--- src/rtl/scrub_pkg.sv ---
package scrub_pkg;

   typedef enum logic [2:0] {
      ST_IDLE   = 3'd0,
      ST_READ   = 3'd1,
      ST_RDRAIN = 3'd2,
      ST_WRITE  = 3'd3,
      ST_WDRAIN = 3'd4,
      ST_DONE   = 3'd5
   } scrub_state_t;

endpackage

--- src/rtl/scrub_strike_map.sv ---
module scrub_strike_map #(
   parameter int COORD_W = 4,
   parameter int TILES_X = 4,
   parameter int TILES_Y = 4,
   parameter int RW      = 4
) (
   input  logic [COORD_W-1:0] x,
   input  logic [COORD_W-1:0] y,
   output logic [RW-1:0]      tile
);
   localparam int NCOORD = 1 << COORD_W;

   logic [RW-1:0] col_lut [NCOORD];
   logic [RW-1:0] row_lut [NCOORD];

   // Column and row contribution tables, one entry per coordinate value
   for (genvar i = 0; i < NCOORD; i++) begin : g_lut
      assign col_lut[i] = RW'((i * TILES_X) / NCOORD);
      assign row_lut[i] = RW'(((i * TILES_Y) / NCOORD) * TILES_X);
   end

   assign tile = col_lut[x] + row_lut[y];

endmodule

--- src/rtl/scrub_pending.sv ---
module scrub_pending #(
   parameter int NREG = 16,
   parameter int RW   = 4
) (
   input  logic          clk,
   input  logic          rst_n,
   input  logic          set_valid,
   input  logic [RW-1:0] set_idx,
   input  logic          take,
   output logic          any,
   output logic [RW-1:0] pick_idx
);
   logic [NREG-1:0] pend;

   always_ff @(posedge clk) begin
      if (!rst_n) begin
         pend <= '0;
      end else begin
         if (take)      pend[pick_idx] <= 1'b0;
         if (set_valid) pend[set_idx]  <= 1'b1;   // a fresh strike wins
      end
   end

   // Lowest pending index has priority
   always_comb begin
      pick_idx = '0;
      for (int i = NREG - 1; i >= 0; i--) begin
         if (pend[i]) pick_idx = RW'(i);
      end
   end

   assign any = |pend;

endmodule

--- src/rtl/scrub_fault_ctrs.sv ---
module scrub_fault_ctrs #(
   parameter int NREG  = 16,
   parameter int RW    = 4,
   parameter int CNT_W = 4
) (
   input  logic                  clk,
   input  logic                  rst_n,
   input  logic                  inc_valid,
   input  logic [RW-1:0]         inc_idx,
   output logic [NREG*CNT_W-1:0] counts
);
   for (genvar g = 0; g < NREG; g++) begin : g_ctr
      logic [CNT_W-1:0] cnt;
      always_ff @(posedge clk) begin
         if (!rst_n) begin
            cnt <= '0;
         end else if (inc_valid && inc_idx == RW'(g) && cnt != {CNT_W{1'b1}}) begin
            cnt <= cnt + CNT_W'(1);
         end
      end
      assign counts[g*CNT_W +: CNT_W] = cnt;
   end

endmodule

--- src/rtl/scrub_engine.sv ---
module scrub_engine
   import scrub_pkg::*;
#(
   parameter int NREG   = 16,
   parameter int WORDS  = 8,
   parameter int DATA_W = 16,
   parameter int RW     = 4,
   parameter int WW     = 3
) (
   input  logic              clk,
   input  logic              rst_n,
   input  logic              enable,
   input  logic              mode_readback,
   input  logic              mode_env,
   input  logic              prio_any,
   input  logic [RW-1:0]     prio_idx,
   output logic              prio_take,
   output logic [RW+WW-1:0]  cfg_addr,
   output logic              cfg_rd_en,
   input  logic [DATA_W-1:0] cfg_rd_data,
   output logic              cfg_wr_en,
   output logic [DATA_W-1:0] cfg_wr_data,
   output logic [RW+WW-1:0]  gold_addr,
   output logic              gold_rd_en,
   input  logic [DATA_W-1:0] gold_rd_data,
   output logic              done_valid,
   output logic [RW-1:0]     done_region,
   output logic              repaired_valid,
   output logic [RW-1:0]     repaired_region
);
   localparam logic [WW-1:0] LAST_WORD = WW'(WORDS - 1);
   localparam logic [RW-1:0] LAST_REG  = RW'(NREG - 1);

   scrub_state_t  state;
   logic [RW-1:0] region;
   logic [RW-1:0] seq_ptr;
   logic [WW-1:0] word;
   logic [WW-1:0] wr_word;
   logic          cmp_v;
   logic          wr_v;
   logic          mismatch;
   logic          from_prio;
   logic          rb;

   logic          use_prio;
   logic          differ;
   logic          mismatch_nxt;
   logic          last;

   assign use_prio     = mode_env && prio_any;
   assign differ       = cmp_v && (cfg_rd_data != gold_rd_data);
   assign mismatch_nxt = mismatch || differ;
   assign last         = (word == LAST_WORD);

   always_ff @(posedge clk) begin
      if (!rst_n) begin
         state     <= ST_IDLE;
         region    <= '0;
         seq_ptr   <= '0;
         word      <= '0;
         wr_word   <= '0;
         cmp_v     <= 1'b0;
         wr_v      <= 1'b0;
         mismatch  <= 1'b0;
         from_prio <= 1'b0;
         rb        <= 1'b0;
      end else begin
         cmp_v   <= (state == ST_READ);
         wr_v    <= (state == ST_WRITE);
         wr_word <= word;
         if (differ) mismatch <= 1'b1;
         case (state)
            ST_IDLE: begin
               if (enable) begin
                  region    <= use_prio ? prio_idx : seq_ptr;
                  from_prio <= use_prio;
                  rb        <= mode_readback;
                  word      <= '0;
                  mismatch  <= 1'b0;
                  state     <= mode_readback ? ST_READ : ST_WRITE;
               end
            end
            ST_READ: begin
               word <= word + WW'(1);
               if (last) begin
                  word  <= '0;
                  state <= ST_RDRAIN;
               end
            end
            ST_RDRAIN: begin
               state <= mismatch_nxt ? ST_WRITE : ST_DONE;
            end
            ST_WRITE: begin
               word <= word + WW'(1);
               if (last) begin
                  word  <= '0;
                  state <= ST_WDRAIN;
               end
            end
            ST_WDRAIN: begin
               state <= ST_DONE;
            end
            ST_DONE: begin
               if (!from_prio) begin
                  seq_ptr <= (seq_ptr == LAST_REG) ? '0 : seq_ptr + RW'(1);
               end
               state <= ST_IDLE;
            end
            default: state <= ST_IDLE;
         endcase
      end
   end

   assign prio_take       = (state == ST_IDLE) && enable && use_prio;
   assign cfg_rd_en       = (state == ST_READ);
   assign gold_rd_en      = (state == ST_READ) || (state == ST_WRITE);
   assign gold_addr       = {region, word};
   assign cfg_addr        = wr_v ? {region, wr_word} : {region, word};
   assign cfg_wr_en       = wr_v;
   assign cfg_wr_data     = gold_rd_data;
   assign done_valid      = (state == ST_DONE);
   assign done_region     = region;
   assign repaired_valid  = (state == ST_DONE) && rb && mismatch;
   assign repaired_region = region;

endmodule

--- src/rtl/cfg_scrubber.sv ---
module cfg_scrubber #(
   parameter int TILES_X = 4,
   parameter int TILES_Y = 4,
   parameter int WORDS   = 8,
   parameter int DATA_W  = 16,
   parameter int COORD_W = 4,
   parameter int CNT_W   = 4,
   localparam int NREG   = TILES_X * TILES_Y,
   localparam int RW     = (NREG > 1) ? $clog2(NREG) : 1,
   localparam int WW     = (WORDS > 1) ? $clog2(WORDS) : 1,
   localparam int AW     = RW + WW
) (
   input  logic                  clk,
   input  logic                  rst_n,
   input  logic                  enable,
   input  logic                  mode_readback,
   input  logic                  mode_env,
   input  logic                  strike_valid,
   input  logic [COORD_W-1:0]    strike_x,
   input  logic [COORD_W-1:0]    strike_y,
   output logic [AW-1:0]         cfg_addr,
   output logic                  cfg_rd_en,
   input  logic [DATA_W-1:0]     cfg_rd_data,
   output logic                  cfg_wr_en,
   output logic [DATA_W-1:0]     cfg_wr_data,
   output logic [AW-1:0]         gold_addr,
   output logic                  gold_rd_en,
   input  logic [DATA_W-1:0]     gold_rd_data,
   output logic                  done_valid,
   output logic [RW-1:0]         done_region,
   output logic                  repaired_valid,
   output logic [RW-1:0]         repaired_region,
   output logic [NREG*CNT_W-1:0] fault_counts
);
   // Elaboration-time parameter checks
   if (NREG < 2) begin : g_bad_nreg
      $error("cfg_scrubber: at least two tiles are needed");
   end
   if (WORDS < 2 || (WORDS & (WORDS - 1)) != 0) begin : g_bad_words
      $error("cfg_scrubber: WORDS must be a power of two, at least 2");
   end
   if (TILES_X > (1 << COORD_W) || TILES_Y > (1 << COORD_W)) begin : g_bad_grid
      $error("cfg_scrubber: tile grid finer than sensor grid");
   end
   if (CNT_W < 1 || DATA_W < 1) begin : g_bad_width
      $error("cfg_scrubber: widths must be positive");
   end

   logic [RW-1:0] strike_tile;
   logic          prio_any;
   logic [RW-1:0] prio_idx;
   logic          prio_take;

   scrub_strike_map #(
      .COORD_W (COORD_W),
      .TILES_X (TILES_X),
      .TILES_Y (TILES_Y),
      .RW      (RW)
   ) map_i (
      .x    (strike_x),
      .y    (strike_y),
      .tile (strike_tile)
   );

   scrub_pending #(
      .NREG (NREG),
      .RW   (RW)
   ) pend_i (
      .clk       (clk),
      .rst_n     (rst_n),
      .set_valid (strike_valid && mode_env),
      .set_idx   (strike_tile),
      .take      (prio_take),
      .any       (prio_any),
      .pick_idx  (prio_idx)
   );

   scrub_engine #(
      .NREG   (NREG),
      .WORDS  (WORDS),
      .DATA_W (DATA_W),
      .RW     (RW),
      .WW     (WW)
   ) eng_i (
      .clk             (clk),
      .rst_n           (rst_n),
      .enable          (enable),
      .mode_readback   (mode_readback),
      .mode_env        (mode_env),
      .prio_any        (prio_any),
      .prio_idx        (prio_idx),
      .prio_take       (prio_take),
      .cfg_addr        (cfg_addr),
      .cfg_rd_en       (cfg_rd_en),
      .cfg_rd_data     (cfg_rd_data),
      .cfg_wr_en       (cfg_wr_en),
      .cfg_wr_data     (cfg_wr_data),
      .gold_addr       (gold_addr),
      .gold_rd_en      (gold_rd_en),
      .gold_rd_data    (gold_rd_data),
      .done_valid      (done_valid),
      .done_region     (done_region),
      .repaired_valid  (repaired_valid),
      .repaired_region (repaired_region)
   );

   scrub_fault_ctrs #(
      .NREG  (NREG),
      .RW    (RW),
      .CNT_W (CNT_W)
   ) ctr_i (
      .clk       (clk),
      .rst_n     (rst_n),
      .inc_valid (repaired_valid),
      .inc_idx   (repaired_region),
      .counts    (fault_counts)
   );

endmodule

--- config.mk ---
export PLATFORM = sky130hd
export DESIGN_NAME = cfg_scrubber
export DESIGN_NICKNAME = d
export VERILOG_FILES = /design/src/rtl/scrub_pkg.sv /design/src/rtl/scrub_strike_map.sv /design/src/rtl/scrub_pending.sv /design/src/rtl/scrub_fault_ctrs.sv /design/src/rtl/scrub_engine.sv /design/src/rtl/cfg_scrubber.sv
export SDC_FILE = /design/constraint.sdc
export NUM_CORES = 1
export LEC_CHECK = 0
export CORE_MARGIN = 2
export CORE_UTILIZATION = 36
export DETAILED_ROUTE_END_ITERATION = 7
export GPL_TIMING_DRIVEN = 1
export HOLD_SLACK_MARGIN = 0.12
export PLACE_DENSITY = 0.74
export SLEW_MARGIN = 20
export SYNTH_ARGS = -nofsm -noshare
export SYNTH_HDL_FRONTEND = slang
export SYNTH_SLANG_ARGS = --single-unit
--- constraint.sdc ---
create_clock -name clk -period 2.15 [get_ports clk]
set_input_delay 0.215 -clock clk [delete_from_list [all_inputs] [get_ports clk]]
set_output_delay 0.215 -clock clk [all_outputs]
set_load 0.05 [all_outputs]
==> results list <==
- The first detailed-routing pass took 4 iterations.
- Count of flip-flops with a built-in enable after synthesis: 0
- Counting flops with an async set or reset pin after synthesis yields a share of 0%.
- During I/O placement, the number of pins put on the boundary was 153.
* Sequential cell area fraction in the yosys report: between 30% and 40%
- For this run, the slowest stage of the critical path takes ~0.80 ns.
- Wire length per cell: 13.6 um
- The number of nets in the synthesized netlist is 656.
- Max Root-Sink Buffers: 2
- Setup bufs post-CTS: 0
- The initialized floorplan defines 44 standard-cell rows.
- Hold bufs inserted after CTS: 0
- Synth cell types: 54
* NumNets Final: 780
- CTS buffer count: 9
- Headroom to the max-slew limit came out at 58.6%.
- Most frequently used flop master after synthesis: sky130_fd_sc_hd__dfxtp_1
- Final standard cell utilization of the core: 49.4%
* Worst-path maximum fanout: 8
- Synthesized cell area: 0.00534 sq mm
* Residual DRC: 0
* Global route overflow: 0
* Starting Density: 36.7%
* Period Utilization, post-route: a little over nine tenths
* Clock slew at reported path FFs: approximately 0.07 ns
- Entering global routing, the biggest net connects 66 pins.
- For the finished layout, the period the worst path requires is just over 2 ns.
- Drt via density: between 4 and 5
* Synthesis Warnings: 0
* Clock Sink Count: 102
- Slew at the pin closest to its max-slew limit: around 0.61 ns
* Upper clock frequency limit: approximately 490 MHz
- Vertical extent of the die: 126 um
* Register bit count reported by yosys: ~100
* Pleak: about 2.8 nW
* Root Buffer: sky130_fd_sc_hd__clkbuf_16
* Estimated wirelength of the detail-placed design: 9290 um
- The number of antenna diodes in the final layout is 0.
- Across the routed clock network, the largest skew measured is 0.00701 ns.
* Cell depth of the worst min-delay path: 3
- In the layout the commonest cells are 142 x sky130_fd_sc_hd__clkdlybuf4s50_1, 100 x sky130_fd_sc_hd__dfxtp_1, 64 x sky130_fd_sc_hd__nand2_1, 52 x sky130_fd_sc_hd__and2_1, 47 x sky130_fd_sc_hd__xnor2_1.
* Drt total wl: between 10000 and 15000 um
- Ratio of cells with drive above 1 in the final layout: 8.33%
- The region available for standard cell placement spans 0.0145 sq mm.
- The tool flagged a number of max-cap violations equal to 0.
- From synthesis to final layout, the design area changed by 34.4%.
- A synthesized cell averages 9.04 sq um.
- Crit end category: output port
- Clock latency at the later pin of the worst-skew pair: around 0.35 ns
- Summed over all failing endpoints, the final setup total negative slack is 0 ns.
* Syn Inst Count: 591
* Sort of element at the start of the critical path: flip-flop
- CP max stage cell: sky130_fd_sc_hd__clkdlybuf4s50_1
- The worst register-to-register path has a depth of 7.
- Resize count post-CTS: 0
* Vias in the first global route: 4159
* Number of antenna violations at the first check in global routing: 0
- Setup repair after global routing left no endpoint under its margin.
- Buffers placed on the I/O ports in this run total 148.
* Placer's final routability congestion estimate: 0.868
- Cells traversed along the worst timing path: buf_4 -> clkdlybuf4s50_1
* H-tree levels: 3
- Setup violations remaining at the end of the flow were counted as 0.
- Most common cell after layout, fill and taps aside: sky130_fd_sc_hd__clkdlybuf4s50_1
- Data required time at the worst endpoint: 1.93 ns
- The critical path is of the reg2out type.
* Min-delay worst type: in2reg
- After the first detailed-routing iteration, the DRC count stood at 248.
* First-pass GRT wire length: approximately 20000 um
- Worst vdd ir: 0.376 mV
- Status: finished, final reports clean
* Detailed-route via count: roughly 4500
- Number of pins exceeding their max-slew limit in the final report: 0
- Total Die Area: 0.0158 sq mm
* Critical path data arrival time: 1.83 ns
- Number of nets with antenna violations after detailed routing: 0
- The number of hold violations in the final report came to 0.
- TritonCTS built the clock tree.
- P per Cell Area: 593 mW/mm^2
- In this run the horizontal extent of the chip is 126 um.
- Global routing used 15.9% of the available tracks across all layers.
-- state kept, by name, indices dropped and copies added (netlist names) --
name,flops
ctr_i.g_ctr.cnt,64
eng_i.cfg_wr_en,1
eng_i.cmp_v,1
eng_i.done_region,4
eng_i.from_prio,1
eng_i.mismatch,1
eng_i.rb,1
eng_i.seq_ptr,4
eng_i.state,3
eng_i.word,3
eng_i.wr_word,3
pend_i.pend,16
-- cell families after synthesis --
kind of cell               after synthesis  share of synthesized area (%)
AOI/OAI and AO/OA                       75                           10.1
xor gates and xnor gates                60                           9.84
adders and majority gates               19                           4.45
buffers and inverters                   67                           6.98
DFF                                    102                           38.2
muxes                                   20                           3.82
and+or+nand+nor                        248                           26.6
-- path summary, 6_finish.rpt --
check | startpoint | endpoint | slack, ns
setup / recovery | eng_i.done_region[3] | cfg_addr[6] | 0.10
hold reg to reg | eng_i.rb | eng_i.rb | 0.48
hold / removal | rst_n | eng_i.done_region[2] | 0.34
setup reg to reg | eng_i.state[2] | ctr_i.g_ctr[15].cnt[3] | 0.21
-- cell usage after synthesis, types with 2 or more instances --
master,number,share of area (%)
sky130_fd_sc_hd__a211oi_1,2,0.28
sky130_fd_sc_hd__a21boi_0,8,1.1
sky130_fd_sc_hd__a21boi_1,2,0.28
sky130_fd_sc_hd__a21oi_1,13,1.2
sky130_fd_sc_hd__a22oi_1,2,0.28
sky130_fd_sc_hd__a31oi_1,6,0.70
sky130_fd_sc_hd__a32o_1,5,0.94
sky130_fd_sc_hd__and2_1,52,6.1
sky130_fd_sc_hd__and3_1,11,1.3
sky130_fd_sc_hd__buf_2,10,0.94
sky130_fd_sc_hd__buf_4,29,4.1
sky130_fd_sc_hd__clkbuf_1,14,0.98
sky130_fd_sc_hd__dfxtp_1,102,38
sky130_fd_sc_hd__ha_1,19,4.5
sky130_fd_sc_hd__inv_1,12,0.84
sky130_fd_sc_hd__mux2_2,3,0.63
sky130_fd_sc_hd__mux2i_1,17,3.2
sky130_fd_sc_hd__nand2_1,64,4.5
sky130_fd_sc_hd__nand2b_1,8,0.94
sky130_fd_sc_hd__nand3_1,19,1.8
sky130_fd_sc_hd__nand3_2,2,0.37
sky130_fd_sc_hd__nand4_1,21,2.5
sky130_fd_sc_hd__nand4b_1,2,0.33
sky130_fd_sc_hd__nor2_1,18,1.3
sky130_fd_sc_hd__nor2b_1,22,2.6
sky130_fd_sc_hd__nor3_1,7,0.66
sky130_fd_sc_hd__nor4_1,6,0.70
sky130_fd_sc_hd__nor4_2,5,1.2
sky130_fd_sc_hd__o211ai_1,5,0.70
sky130_fd_sc_hd__o21a_1,2,0.28
sky130_fd_sc_hd__o21ai_0,14,1.3
sky130_fd_sc_hd__o311ai_1,4,0.66
sky130_fd_sc_hd__o31ai_1,2,0.28
sky130_fd_sc_hd__o41ai_1,2,0.33
sky130_fd_sc_hd__or3_1,4,0.47
sky130_fd_sc_hd__xnor2_1,47,7.7
sky130_fd_sc_hd__xor2_1,13,2.1
-- final cells by class --
cell class                      count  area, sq um
Clock buffer                       10          229
Clock inverter                      6         68.8
Fill cell                        1374         7360
Inverter                           13         48.8
Multi-Input combinational cell    422         2930
Sequential cell                   102         2040
Tap cell                          184          230
Timing Repair Buffer              167         1630
-- metrics by stage --
stage                     setup WS (ns)  cells  hold WS [ns]  total power [mW]  instance area [sq um]
final                             0.101    904         0.335              4.26                   7180
after global routing            0.00270    904         0.333              4.45                   7180
after CTS                        0.0667    904         0.319              4.32                   7180
after detailed placement         0.0679    888         0.481              2.66                   6880
after global placement           0.0949    888         0.468              2.66                   6880
after floorplan                   0.157    591         0.360              2.44                   5340
-- where the power goes --
part	internal (mW)	switching, mW
clock network	0.911	0.733
registers	1.92	0.0480
logic	0.269	0.381
-- worst max-delay path: cells and delay by family (launching register included) --
kind,cells,cell delay (ns)
buffers and inverters,2,1.00
flip-flops,1,0.48
-- per-layer routing --
layer  routed length [um]  share of wire [%]  vias up  track usage, %
li1                     -                  -     2274               -
met1                 5480                 44     2045            20.0
met2                 5810                 47      116            26.2
met3                  739                6.0       26            4.29
met4                  304                2.5        0            5.75
met5                    0                  0        -               0
(Power assumes the default switching activity.)
